<file path="src/rtl/rxcsum_pkg.sv">
package rxcsum_pkg;

  // 16-bit ones' complement addition with end-around carry
  function automatic logic [15:0] oc_add(input logic [15:0] a, input logic [15:0] b);
    logic [16:0] s;
    s = {1'b0, a} + {1'b0, b};
    return s[15:0] + {15'd0, s[16]};
  endfunction

endpackage

</file>
<file path="src/rtl/rxcsum_parser.sv">
module rxcsum_parser #(
  parameter int          POS_W     = 16,
  parameter int          HDR_LEN   = 14,
  parameter int          TYPE_OFF  = 12,
  parameter int          MAX_TAGS  = 2,
  parameter int          TAG_LEN   = 4,
  parameter int          SNAP_LEN  = 8,
  parameter logic [15:0] VLAN_TPID = 16'h8100,
  parameter logic [15:0] LEN_LIMIT = 16'h0600
) (
  input  logic       clk,
  input  logic       rst_n,
  input  logic       beat,
  input  logic       sof,
  input  logic       fcs,
  input  logic       mode,
  input  logic [7:0] data,
  output logic       in_win
);
  localparam int              TAG_W   = $clog2(MAX_TAGS + 1);
  localparam logic [POS_W-1:0] POS_MAX = {POS_W{1'b1}};
  localparam logic [POS_W-1:0] HDR_P   = POS_W'(HDR_LEN);
  localparam logic [POS_W-1:0] TOFF_P  = POS_W'(TYPE_OFF);

  logic [POS_W-1:0] pos_q, toff_q, win_q;
  logic [TAG_W-1:0] tags_q;
  logic             mode_q;
  logic [7:0]       prev_q;

  logic [POS_W-1:0] cur_pos, cur_toff, cur_win, toff_n, win_n;
  logic [TAG_W-1:0] cur_tags, tags_n;
  logic             cur_mode, at_type;
  logic [15:0]      type_word;

  always_comb begin
    cur_pos   = sof ? '0 : pos_q;
    cur_mode  = sof ? mode : mode_q;
    cur_toff  = sof ? TOFF_P : toff_q;
    cur_tags  = sof ? '0 : tags_q;
    cur_win   = sof ? (mode ? POS_MAX : HDR_P) : win_q;
    type_word = {prev_q, data};
    at_type   = cur_mode && (cur_pos == cur_toff + POS_W'(1));
    toff_n    = cur_toff;
    tags_n    = cur_tags;
    win_n     = cur_win;
    if (at_type) begin
      if (type_word == VLAN_TPID && cur_tags < TAG_W'(MAX_TAGS)) begin
        toff_n = cur_toff + POS_W'(TAG_LEN);
        tags_n = cur_tags + TAG_W'(1);
      end else if (type_word < LEN_LIMIT) begin
        win_n = cur_toff + POS_W'(2 + SNAP_LEN);
      end else begin
        win_n = cur_toff + POS_W'(2);
      end
    end
    in_win = beat && !fcs && (cur_pos >= cur_win);
  end

  always_ff @(posedge clk) begin
    if (!rst_n) begin
      pos_q  <= '0;
      toff_q <= TOFF_P;
      win_q  <= HDR_P;
      tags_q <= '0;
      mode_q <= 1'b0;
      prev_q <= '0;
    end else if (beat) begin
      pos_q  <= (cur_pos == POS_MAX) ? cur_pos : cur_pos + POS_W'(1);
      toff_q <= toff_n;
      win_q  <= win_n;
      tags_q <= tags_n;
      mode_q <= cur_mode;
      prev_q <= data;
    end
  end


  tag_limit_chk: assert property (@(posedge clk) disable iff (!rst_n)
    tags_q <= TAG_W'(MAX_TAGS));


  win_floor_chk: assert property (@(posedge clk) disable iff (!rst_n)
    win_q >= HDR_P);


  pos_idle_chk: assert property (@(posedge clk) disable iff (!rst_n)
    !beat |=> $stable(pos_q));


  mode_hold_chk: assert property (@(posedge clk) disable iff (!rst_n)
    (beat && !sof) |=> $stable(mode_q));

endmodule

</file>
<file path="src/rtl/rxcsum_accum.sv">
module rxcsum_accum
  import rxcsum_pkg::*;
(
  input  logic        clk,
  input  logic        rst_n,
  input  logic        beat,
  input  logic        sof,
  input  logic        eof,
  input  logic        in_win,
  input  logic [7:0]  data,
  output logic [15:0] csum,
  output logic        done
);
  logic [15:0] acc_q, csum_q;
  logic [7:0]  hi_q;
  logic        hv_q, done_q;

  logic [15:0] base_acc, acc1, fin;
  logic [7:0]  hi1;
  logic        base_hv, hv1;

  always_comb begin
    base_acc = sof ? 16'h0000 : acc_q;
    base_hv  = sof ? 1'b0 : hv_q;
    acc1     = base_acc;
    hv1      = base_hv;
    hi1      = hi_q;
    if (in_win) begin
      if (base_hv) begin
        acc1 = oc_add(base_acc, {hi_q, data});
        hv1  = 1'b0;
      end else begin
        hi1 = data;
        hv1 = 1'b1;
      end
    end
    fin = hv1 ? oc_add(acc1, {hi1, 8'h00}) : acc1;
  end

  always_ff @(posedge clk) begin
    if (!rst_n) begin
      acc_q  <= '0;
      hi_q   <= '0;
      hv_q   <= 1'b0;
      csum_q <= '0;
      done_q <= 1'b0;
    end else begin
      done_q <= beat && eof;
      if (beat) begin
        acc_q <= acc1;
        hi_q  <= hi1;
        hv_q  <= hv1;
        if (eof) csum_q <= fin;
      end
    end
  end

  assign csum = csum_q;
  assign done = done_q;


  done_after_eof_chk: assert property (@(posedge clk) disable iff (!rst_n)
    (beat && eof) |=> done);


  done_cause_chk: assert property (@(posedge clk) disable iff (!rst_n)
    done |-> $past(beat && eof));


  csum_hold_chk: assert property (@(posedge clk) disable iff (!rst_n)
    !done |-> $stable(csum));


  acc_idle_chk: assert property (@(posedge clk) disable iff (!rst_n)
    !beat |=> ($stable(acc_q) && $stable(hv_q)));

endmodule

</file>
<file path="src/rtl/rx_csum_offload.sv">
module rx_csum_offload #(
  parameter int POS_W    = 16,
  parameter int HDR_LEN  = 14,
  parameter int MAX_TAGS = 2
) (
  input  logic        clk,
  input  logic        rst_n,
  input  logic        in_valid,
  output logic        in_ready,
  input  logic [7:0]  in_data,
  input  logic        in_sof,
  input  logic        in_eof,
  input  logic        in_fcs,
  input  logic        mode_sel,
  output logic [15:0] csum_out,
  output logic        csum_done
);
  logic beat, in_win;

  assign in_ready = 1'b1;
  assign beat     = in_valid;

  rxcsum_parser #(
    .POS_W   (POS_W),
    .HDR_LEN (HDR_LEN),
    .MAX_TAGS(MAX_TAGS)
  ) u_parser (
    .clk   (clk),
    .rst_n (rst_n),
    .beat  (beat),
    .sof   (in_sof),
    .fcs   (in_fcs),
    .mode  (mode_sel),
    .data  (in_data),
    .in_win(in_win)
  );

  rxcsum_accum u_accum (
    .clk   (clk),
    .rst_n (rst_n),
    .beat  (beat),
    .sof   (in_sof),
    .eof   (in_eof),
    .in_win(in_win),
    .data  (in_data),
    .csum  (csum_out),
    .done  (csum_done)
  );

endmodule

</file>
<file path="config.mk">
export PLATFORM = sky130hd
export DESIGN_NAME = rx_csum_offload
export DESIGN_NICKNAME = d
export VERILOG_FILES = /design/src/rtl/rxcsum_pkg.sv /design/src/rtl/rxcsum_parser.sv /design/src/rtl/rxcsum_accum.sv /design/src/rtl/rx_csum_offload.sv
export SDC_FILE = /design/constraint.sdc
export NUM_CORES = 1
export LEC_CHECK = 0
export BUFFER_PORTS_ARGS = -buffer_cell sky130_fd_sc_hd__buf_2
export CORE_UTILIZATION = 29
export DETAILED_ROUTE_END_ITERATION = 16
export SYNTH_ARGS = -nofsm -noshare
export SYNTH_HDL_FRONTEND = slang
export SYNTH_SLANG_ARGS = --single-unit
</file>
<file path="constraint.sdc">
create_clock -name clk -period 17.8 [get_ports clk]
set_clock_uncertainty 0.2 [all_clocks]
set_input_delay 0 -clock clk [delete_from_list [all_inputs] [get_ports clk]]
set_output_delay 0 -clock clk [all_outputs]
set_load 0.1 [all_outputs]
</file>
==> results of run 1 <==
-- synth_stat cells (5+ instances only) --
master,instances,area [um2]
dfxtp_1,101,2020
nand4_1,14,87.6
a211oi_1,14,105
a22oi_1,5,37.5
and2_1,19,119
a21o_1,5,37.5
mux2i_1,28,280
nor3_1,28,140
o21a_1,6,45.0
inv_1,29,109
nor2b_1,43,269
nand2_1,105,394
o31ai_1,5,37.5
or4_1,6,45.0
clkbuf_1,51,191
nand2b_1,11,68.8
mux2_2,7,78.8
nand3_1,35,175
nor4_1,10,62.6
and4_1,5,43.8
or2_2,6,37.5
a311oi_1,7,61.3
nor2_1,131,492
xor2_1,27,236
o211ai_1,7,52.6
and3_1,10,62.6
xnor2_1,66,578
ha_1,45,563
a211o_1,5,43.8
o21ai_0,39,195
a31oi_1,9,56.3
a21oi_1,61,305
or3_1,11,68.8
-- sequential cells by signal, indices dropped and copies added, names as in the netlist --
signal,cells
u_accum.acc_q,16
u_parser.tags_q,2
u_parser.toff_q,16
u_parser.mode_q,1
u_accum.hv_q,1
u_parser.pos_q,16
u_parser.win_q,16
u_accum.done,1
u_accum.hi_q,8
u_parser.prev_q,8
u_accum.csum,16
-- cell type report --
| class | instances | area share |
|---|---|---|
| Multi-Input combinational cell | 825 | 0.627 |
| Clock inverter | 7 | 0.00680 |
| Clock buffer | 9 | 0.0266 |
| Timing Repair Buffer | 49 | 0.0376 |
| Inverter | 31 | 0.0138 |
| Sequential cell | 101 | 0.239 |
| Tap cell | 335 | 0.0495 |
-- routing by layer --
| metal | GRT usage | part of all wire |
|---|---|---|
| met4 | 0.0413 | 0.011 |
| met2 | 0.244 | 0.42 |
| met3 | 0.0191 | 0.057 |
| met1 | 0.241 | 0.51 |
| met5 | 0 | 0 |
-- worst max-delay path: cells and delay by family, from the launching register on --
family          cells  cell delay (ns)
compound gates     15             2.99
simple gates       10             2.40
fa+ha+maj           5             1.31
flops               1             0.39
buf+inv             3             0.23
xor+xnor            1             0.20
-- placed cells by master (no fill, tap or decap), types with 10 or more instances in the layout --
master         Yosys  layout
nor4_1            10      10
dlygate4sd3_1      0      11
nor2_1           131     131
nand2b_1          11      11
dfxtp_1          101     101
buf_2              3      31
and3_1            10      10
nor3_1            28      28
ha_1              45      45
o21ai_0           39      39
nand2_1          105     105
a211oi_1          14      14
nor2b_1           43      43
xnor2_1           66      66
inv_1             29      29
mux2i_1           28      28
and2_1            19      19
a21oi_1           61      61
nand3_1           35      35
nand4_1           14      14
or3_1             11      11
xor2_1            27      27
-- power by group through the flow --
stage / Clock [W] / Combinational [W] / Sequential [W]
global route: 0.000210 / 0.0000724 / 0.000235
detailed placement: 0 / 0.0000640 / 0.000240
finish: 0.000196 / 0.0000661 / 0.000235
CTS: 0.000201 / 0.0000662 / 0.000235
floorplan: 0 / 0.0000399 / 0.000248
global placement: 0 / 0.0000637 / 0.000240
-- repair_timing --
action / in CTS / in global routing
gates resized for setup: 0 / 0
endpoints found under the hold margin: 23 / 0
hold buffers: 11 / 0
-- final timing paths --
path | end | slack [ns] | cells after the start
setup / recovery | u_accum.csum[15] | 10.00 | 34
hold / removal | u_accum.acc_q[14] | 0.13 | 3
setup reg to reg | u_accum.csum[15] | 10.00 | 34
hold reg to reg | u_accum.csum[0] | 0.26 | 2
-- stage by stage --
| stage | instance area (um2) | instances | power [W] | setup slack [ns] |
|---|---|---|---|---|
| after global routing | 8460 | 1357 | 0.000518 | 9.21 |
| after CTS | 8460 | 1357 | 0.000502 | 10.04 |
| after detailed placement | 8070 | 1330 | 0.000304 | 9.95 |
| after global placement | 8070 | 1330 | 0.000304 | 10.14 |
| final | 8460 | 1357 | 0.000497 | 10.00 |
| after floorplan | 7680 | 1017 | 0.000288 | 10.31 |
-- cell families after synthesis --
group | after synthesis
AND/OR/NAND/NOR | 444
multiplexers | 35
other | 1
XOR/XNOR | 93
buffers and inverters | 91
AO/OA/AOI/OAI | 204
flip-flops | 101
adder cells (fa/ha/maj) | 48
==> results.py, run 1 <==
metrics = {
    "status": {
        "status": "finished, final reports clean",
    },
    "die": {
        "rows": 59,
        "start_util": 0.296,
        "core-area_mm2": 0.0260,
        "die_area_mm2": 0.0271,
        "die_x_um": 165,
        "io_pins": 33,
        "die_h_um": 165,
    },
    "logic_synthesis": {
        "synth.yosys.warnings": 0,
        "synth-compound-area-share": 0.177,
        "yosysUniqueCellTypes": 71,
        "synth-main-ff-cell": "dfxtp_1",
        "syn_area_mm2": 0.00768,
        "synthCells": 1017,
        "ys_seq_area_frac": 0.263,
        "synthAdderAreaFrac": 0.0800,
        "synthSimpleGateAreaFrac": 0.280,
        "synth_edf_count": 0,
        "synthArstFlopShare": 0,
        "ys_ff_latch": 101,
        "avgSynthCellArea_um2": 7.55,
        "synth_xor_area_frac": 0.106,
        "syn_nets": 1079,
        "synth_mux_area_frac": 0.0468,
        "synth_top_family_by_area": "simple AND/OR/NAND/NOR gates",
    },
    "worst_setup_path": {
        "critPathCaptureType": "flop",
        "crit_slowest_cell": "or4b_1",
        "crit_top_cell": "ha_1",
        "worstPathArrival_ns": 7.89,
        "cp_data_required_time_ns": 17.89,
        "crit_path_max_fanout": 6,
        "critPathLaunchType": "flop",
        "slowest_delay_ns": 0.69,
        "startpoint": "u_accum.acc_q[1]",
        "critical_path_class": "reg2reg",
        "worstReg2RegStart": "u_accum.acc_q[1]",
    },
    "grt": {
        "grt_pass1_vias": 6580,
        "antenna_found_initial": 0,
        "grt_max_degree": 72,
        "grt-ovfl-total": 0,
        "grt_pass1_wl_um": 34800,
        "grt_usage": 0.162,
    },
    "placement": {
        "gp_congestion": 0.854,
        "dp_hpwl_um": 15600,
        "portBuffers": 31,
    },
    "power": {
        "p_seq_frac": 0.472,
        "p_leak_nw": 3.22,
        "p_per_area_mw_per_mm2": 58.8,
        "p_int_w": 0.000348,
        "pwr-share-comb": 0.133,
        "p_sw_frac": 0.299,
        "ir_drop_v": 0.0000364,
        "clkPwrFrac": 0.395,
        "switching_power_w": 0.000149,
    },
    "detailed_routing": {
        "firstDrtPassIters": 5,
        "drcViolationCount": 0,
        "wl_per_cell_um": 15.9,
        "vias": 7103,
        "vias_per_cell": 5.23,
        "drt_iter0_drc": 676,
        "totalWireLength_um": 21500,
        "antenna_left": 0,
    },
    "clocking": {
        "cts.htree.levels": 3,
        "cts.clk_slew.worst_paths_ns": 0.08,
        "worstSkewPairLatency_ns": 0.36,
        "numCtsBuffers": 9,
        "cts_root_buf": "clkbuf_16",
        "cts_tree": "built",
        "numClockSinks": 101,
        "post-cts-setup-buffer-count": 0,
        "cts.path.max_buffers": 2,
    },
    "timing": {
        "fin_crit_sh": 0.438,
        "worst_pin_slew_ns": 1.19,
        "setup_viol": 0,
        "rsz0062_at_grt": "no",
        "hold_slack_ns": 0.132,
        "tns_ns": 0,
        "fmax_ghz": 0.128,
        "period_needed_ns": 7.80,
        "timing.slew.headroom": 0.198,
        "drv_slew": 0,
        "finalHoldViolCount": 0,
    },
    "finish": {
        "multi_input_area_mm2": 0.00530,
        "antenna_cells": 0,
        "final_nets": 1079,
        "final_util": 0.326,
        "syn2layout_area_growth_pct": 10.2,
        "nFillCells": 2790,
        "seq_area_mm2": 0.00202,
        "layout-drive-gt1-share": 0.0773,
    },
    "flow_run": {
        "maxCapViolations": 0,
    },
    "hold_path": {
        "hold_path_class": "in2reg",
        "hp-start": "in_valid",
    },
}
(Power assumes the default switching activity.)
==> run 2, diff against run 1 <==
clock period = 7.55 ns   (was 17.8 ns; I/O delays follow)
==> run 2 against run 1 <==
Sequential share of layout area is 0.60 points lower. Design area grew 2.6%. Core utilization increased by 0.84 points. Critical path depth increased by 2. Clock-buffer cell count up 2. Largest cell class unchanged. Highest routed layer unchanged. Final cell count increased by 1.3%. Total power is 140% higher. Sequential cell count stayed put. Setup slack worse by 9.5 ns. Via count is 0.27% higher. Sequential power up 140%.
==> results.py, run 2 (synthesis gave the netlist of run 1 again) <==
metrics = {
    "worst_setup_path": {
        "critPathCaptureType": "flop",
        "worstPathArrival_ns": 7.09,
        "critPathLaunchType": "flop",
        "crit_slowest_cell": "or4b_4",
        "slowest_delay_ns": 0.55,
        "crit_top_cell": "ha_1",
        "critical_path_class": "reg2reg",
        "cp_data_required_time_ns": 7.64,
        "crit_path_max_fanout": 6,
    },
    "power": {
        "p_per_area_mw_per_mm2": 136,
        "p_int_w": 0.000850,
        "p_leak_nw": 3.33,
        "p_seq_frac": 0.470,
        "pwr-share-comb": 0.136,
        "switching_power_w": 0.000327,
        "ir_drop_v": 0.0000916,
        "p_sw_frac": 0.278,
        "clkPwrFrac": 0.394,
    },
    "finish": {
        "antenna_cells": 0,
        "fin_cells": 1374,
        "seq_area_mm2": 0.00202,
        "multi_input_area_mm2": 0.00539,
        "final_common_cell": "nor2_1",
        "layout-drive-gt1-share": 0.106,
        "final_nets": 1097,
        "final_cell_mix": "130 x nor2_1, 105 x nand2_1, 101 x dfxtp_1",
        "syn2layout_area_growth_pct": 13.1,
        "nFillCells": 2750,
    },
    "clocking": {
        "cts_root_buf": "clkbuf_16",
        "cts.htree.levels": 3,
        "cts.clk_slew.worst_paths_ns": 0.07,
        "worstSkewPairLatency_ns": 0.36,
        "cts_tree": "built",
        "numClockSinks": 101,
        "numCtsBuffers": 9,
        "cts.path.max_buffers": 2,
    },
    "placement": {
        "gp_congestion": 0.882,
        "portBuffers": 31,
        "dp_hpwl_um": 16100,
        "dp_cells": 1339,
    },
    "timing": {
        "fmax_ghz": 0.143,
        "drv_slew": 0,
        "setup_viol": 0,
        "hold_slack_ns": 0.0592,
        "timing.slew.headroom": 0.314,
        "fin_crit_sh": 0.927,
        "period_needed_ns": 7.00,
        "finalHoldViolCount": 0,
        "worst_pin_slew_ns": 1.03,
    },
    "detailed_routing": {
        "wl_per_cell_um": 15.9,
        "drcViolationCount": 0,
        "drt_iter0_drc": 591,
        "antenna_left": 0,
        "vias_per_cell": 5.18,
        "vias": 7122,
        "totalWireLength_um": 21800,
        "firstDrtPassIters": 5,
    },
    "grt": {
        "grt_usage": 0.164,
        "grt_max_degree": 52,
        "grt_pass1_wl_um": 35000,
        "antenna_found_initial": 0,
        "grt-ovfl-total": 0,
        "grt_pass1_vias": 6657,
    },
    "die": {
        "die_area_mm2": 0.0271,
        "die_h_um": 165,
        "start_util": 0.296,
        "core-area_mm2": 0.0260,
        "rows": 59,
        "io_pins": 33,
        "die_x_um": 165,
    },
    "hold_path": {
        "hold_path_class": "in2reg",
    },
    "flow_run": {
        "maxCapViolations": 0,
    },
    "status": {
        "status": "finished, final reports clean",
    },
}
[run 2: changes by cell type in the layout (fill, tap and decap cells not counted), sizes merged]
cell / previous run / this run
buf: 38 / 56
bufinv: 0 / 1
clkbuf: 9 / 11
clkinv: 2 / 1
inv: 34 / 31
[run 2: layer usage]
layer / global-route usage / vias up / wire length (um)
met4: 0.0500 / 0 / 317
met1: 0.235 / 3325 / 11000
met3: 0.0329 / 16 / 1330
met2: 0.244 / 181 / 9180
met5: 0 / - / 0
li1: - / 3600 / -
[run 2: what timing repair did]
item                                    4_1_cts  5_1_grt
endpoints found under the setup margin        2       16
pin swaps                                     0       10
cloned                                        0        0
setup buffers                                 0        9
gates resized for setup                       3       20
hold buffers                                 11        0
hold endpoints to repair                     22        0
[run 2: path summary, 6_finish.rpt]
kind / startpoint / endpoint / slack, ns / cells past startpoint
max: u_accum.acc_q[0] / u_accum.csum[15] / 0.55 / 36
min: in_eof / u_accum.csum[0] / 0.06 / 4
max reg2reg: u_accum.acc_q[0] / u_accum.csum[15] / 0.55 / 36
min reg2reg: u_accum.csum[0] / u_accum.csum[0] / 0.26 / 2
[run 2: area by class of cell]
type / instances / area share
timing repair buffer: 67 / 0.0522
tap: 335 / 0.0483
clock buffer: 11 / 0.0268
multi-input combinational: 825 / 0.621
clock inverter: 4 / 0.00577
sequential: 101 / 0.233
inverter: 31 / 0.0134
[run 2: stage by stage]
stage,TNS (ns),cell area [um2],worst slack [ns],power [W],utilization
after floorplan,0,7680,0.0585,0.000678,-
after global placement,0,8140,0.206,0.000717,0.313
after detailed placement,-0.125,8140,-0.0640,0.000718,0.313
after CTS,0,8540,0.0372,0.00119,0.329
after global routing,-0.0391,8680,-0.0391,0.00123,0.334
final,0,8680,0.548,0.00118,0.334
[run 2: power by group through the flow]
stage	sequential (W)	clock (W)	combinational, W
floorplan	0.000584	0	0.0000941
global placement	0.000565	0	0.000152
detailed placement	0.000565	0	0.000153
CTS	0.000553	0.000475	0.000158
global route	0.000554	0.000499	0.000174
finish	0.000553	0.000463	0.000160
[run 2: worst max-delay path, delay by kind of cell, from the launching register on]
| kind | cells | cell delay [ns] |
|---|---|---|
| and+or+nand+nor | 9 | 1.71 |
| xor gates and xnor gates | 1 | 0.15 |
| buffers and inverters | 4 | 0.34 |
| adders and majority gates | 6 | 1.43 |
| DFF | 1 | 0.35 |
| AOI/OAI and AO/OA | 16 | 2.75 |
==> run 3, diff against run 2 <==
clock period = 5.7 ns   (was 7.55 ns; I/O delays follow)
==> run 3 against run 2 <==
The flow now finishes with violations (setup timing). Core utilization rose by 5.6 points. Sequential cell count unchanged. Sequential power up 33%. Largest cell class unchanged. Critical path type unchanged.
==> results.py, run 3 (synthesis gave the netlist of run 1 again) <==
metrics = {
    "status": {
        "status": "complete, but fails checks",
        "failed_checks": "setup timing",
    },
    "die": {
        "io_pins": 33,
        "start_util": 0.296,
        "die_h_um": 165,
        "core-area_mm2": 0.0260,
        "rows": 59,
        "die_area_mm2": 0.0271,
        "die_x_um": 165,
    },
    "clocking": {
        "worstSkewPairLatency_ns": 0.36,
        "cts.path.max_buffers": 2,
        "numClockSinks": 101,
        "cts_root_buf": "clkbuf_16",
        "cts_tree": "built",
        "cts.htree.levels": 3,
        "cts.clk_slew.worst_paths_ns": 0.08,
        "numCtsBuffers": 9,
    },
    "finish": {
        "final_cell_mix": "173 x buf_4, 123 x nor2_1, 103 x nand2_1",
        "antenna_cells": 0,
        "design_area_mm2": 0.0101,
        "nFillCells": 2681,
        "syn2layout_area_growth_pct": 32.1,
        "final_common_cell": "buf_4",
        "multi_input_area_mm2": 0.00564,
        "seq_area_mm2": 0.00202,
        "final_nets": 1252,
        "layout-drive-gt1-share": 0.258,
        "fin_cells": 1530,
    },
    "placement": {
        "gp_congestion": 0.909,
        "dpl_worst_slack_ns": -1.18,
        "dp_hpwl_um": 18000,
        "dp_cells": 1468,
        "placed_area_mm2": 0.00921,
        "portBuffers": 31,
    },
    "power": {
        "p_leak_nw": 4.15,
        "power.total_w": 0.00161,
        "p_per_area_mw_per_mm2": 159,
        "ir_drop_v": 0.000142,
    },
    "detailed_routing": {
        "antenna_left": 0,
        "drcViolationCount": 0,
        "wl_per_cell_um": 16.5,
        "totalWireLength_um": 25200,
        "drt_iter0_drc": 593,
        "vias_per_cell": 5.13,
        "firstDrtPassIters": 6,
        "vias": 7848,
    },
    "timing": {
        "fmax_ghz": 0.145,
        "hold_slack_ns": 0.0531,
        "fin_crit_sh": 1.21,
        "worst_pin_slew_ns": 0.953,
        "timing.slew.headroom": 0.363,
        "rsz0062_at_grt": "yes",
        "finalWorstSetupSlack_ns": -1.21,
        "drv_slew": 0,
        "setup_viol": 16,
        "period_needed_ns": 6.91,
        "finalHoldViolCount": 0,
    },
    "worst_setup_path": {
        "critPathLaunchType": "flop",
        "crit_slowest_cell": "or4b_4",
        "slowest_delay_ns": 0.53,
        "worstPathArrival_ns": 7.00,
        "critical_path_class": "reg2reg",
        "cp_data_required_time_ns": 5.79,
        "crit_top_cell": "buf_4",
        "crit_path_max_fanout": 4,
        "critPathCaptureType": "flop",
    },
    "grt": {
        "antenna_found_initial": 0,
        "grt-ovfl-total": 0,
        "grt_max_degree": 70,
        "grt_pass1_vias": 7399,
        "grt_usage": 0.188,
        "grt_pass1_wl_um": 39700,
    },
    "hold_path": {
        "hold_path_class": "in2reg",
    },
    "flow_run": {
        "maxCapViolations": 0,
    },
}
## run 3: layout make-up
class / instances / share of cell area
Clock buffer: 9 / 0.0222
Clock inverter: 7 / 0.00543
Inverter: 31 / 0.0115
Multi-Input combinational cell: 825 / 0.556
Sequential cell: 101 / 0.200
Tap cell: 335 / 0.0413
Timing Repair Buffer: 222 / 0.164
## run 3: through the flow
stage / TNS (ns) / utilization
2_1_floorplan: -14.44 / -
3_3_place_gp: -14.73 / 0.355
3_5_place_dp: -16.33 / 0.355
4_1_cts: -13.13 / 0.385
5_1_grt: -21.09 / 0.390
6_report: -15.95 / 0.390
## run 3: critical path, delay by kind of cell, from the launching register on
kind,cells,cell delay (ns)
compound gates,11,1.95
xor+xnor,1,0.17
fa+ha+maj,4,1.03
buf+inv,14,1.49
flops,1,0.33
simple gates,7,1.65
## run 3: worst paths after layout
kind | slack (ns) | start | cells after the start | end
setup / recovery | -1.21 | u_accum.acc_q[0] | 37 | u_accum.csum[15]
hold / removal | 0.05 | in_data[3] | 4 | u_accum.hi_q[3]
setup reg to reg | -1.21 | u_accum.acc_q[0] | 37 | u_accum.csum[15]
hold reg to reg | 0.26 | u_accum.csum[8] | 2 | u_accum.csum[8]
## run 3: repair_timing
item / CTS / global route
hold endpoints to repair: 17 / 0
endpoints found under the setup margin: 16 / 16
hold buffers: 11 / 0
buffers inserted: 31 / 5
resized for setup: 39 / 22
pin swaps: 31 / 21
cloned: 0 / 0
## run 3: report_power, final
part	switching (W)	leakage (nW)	total, W	internal (W)
clock	0.000314	0.133	0.000617	0.000303
sequential	0.0000107	0.821	0.000733	0.000722
combinational	0.000163	3.20	0.000258	0.0000949
total	0.000488	4.15	0.00161	0.00112
## run 3: layer usage
metal,GRT usage,part of all wire,up-vias
li1,-,-,3910
met1,0.263,0.49,3712
met2,0.291,0.44,196
met3,0.0291,0.046,30
met4,0.0667,0.022,0
met5,0,0,-
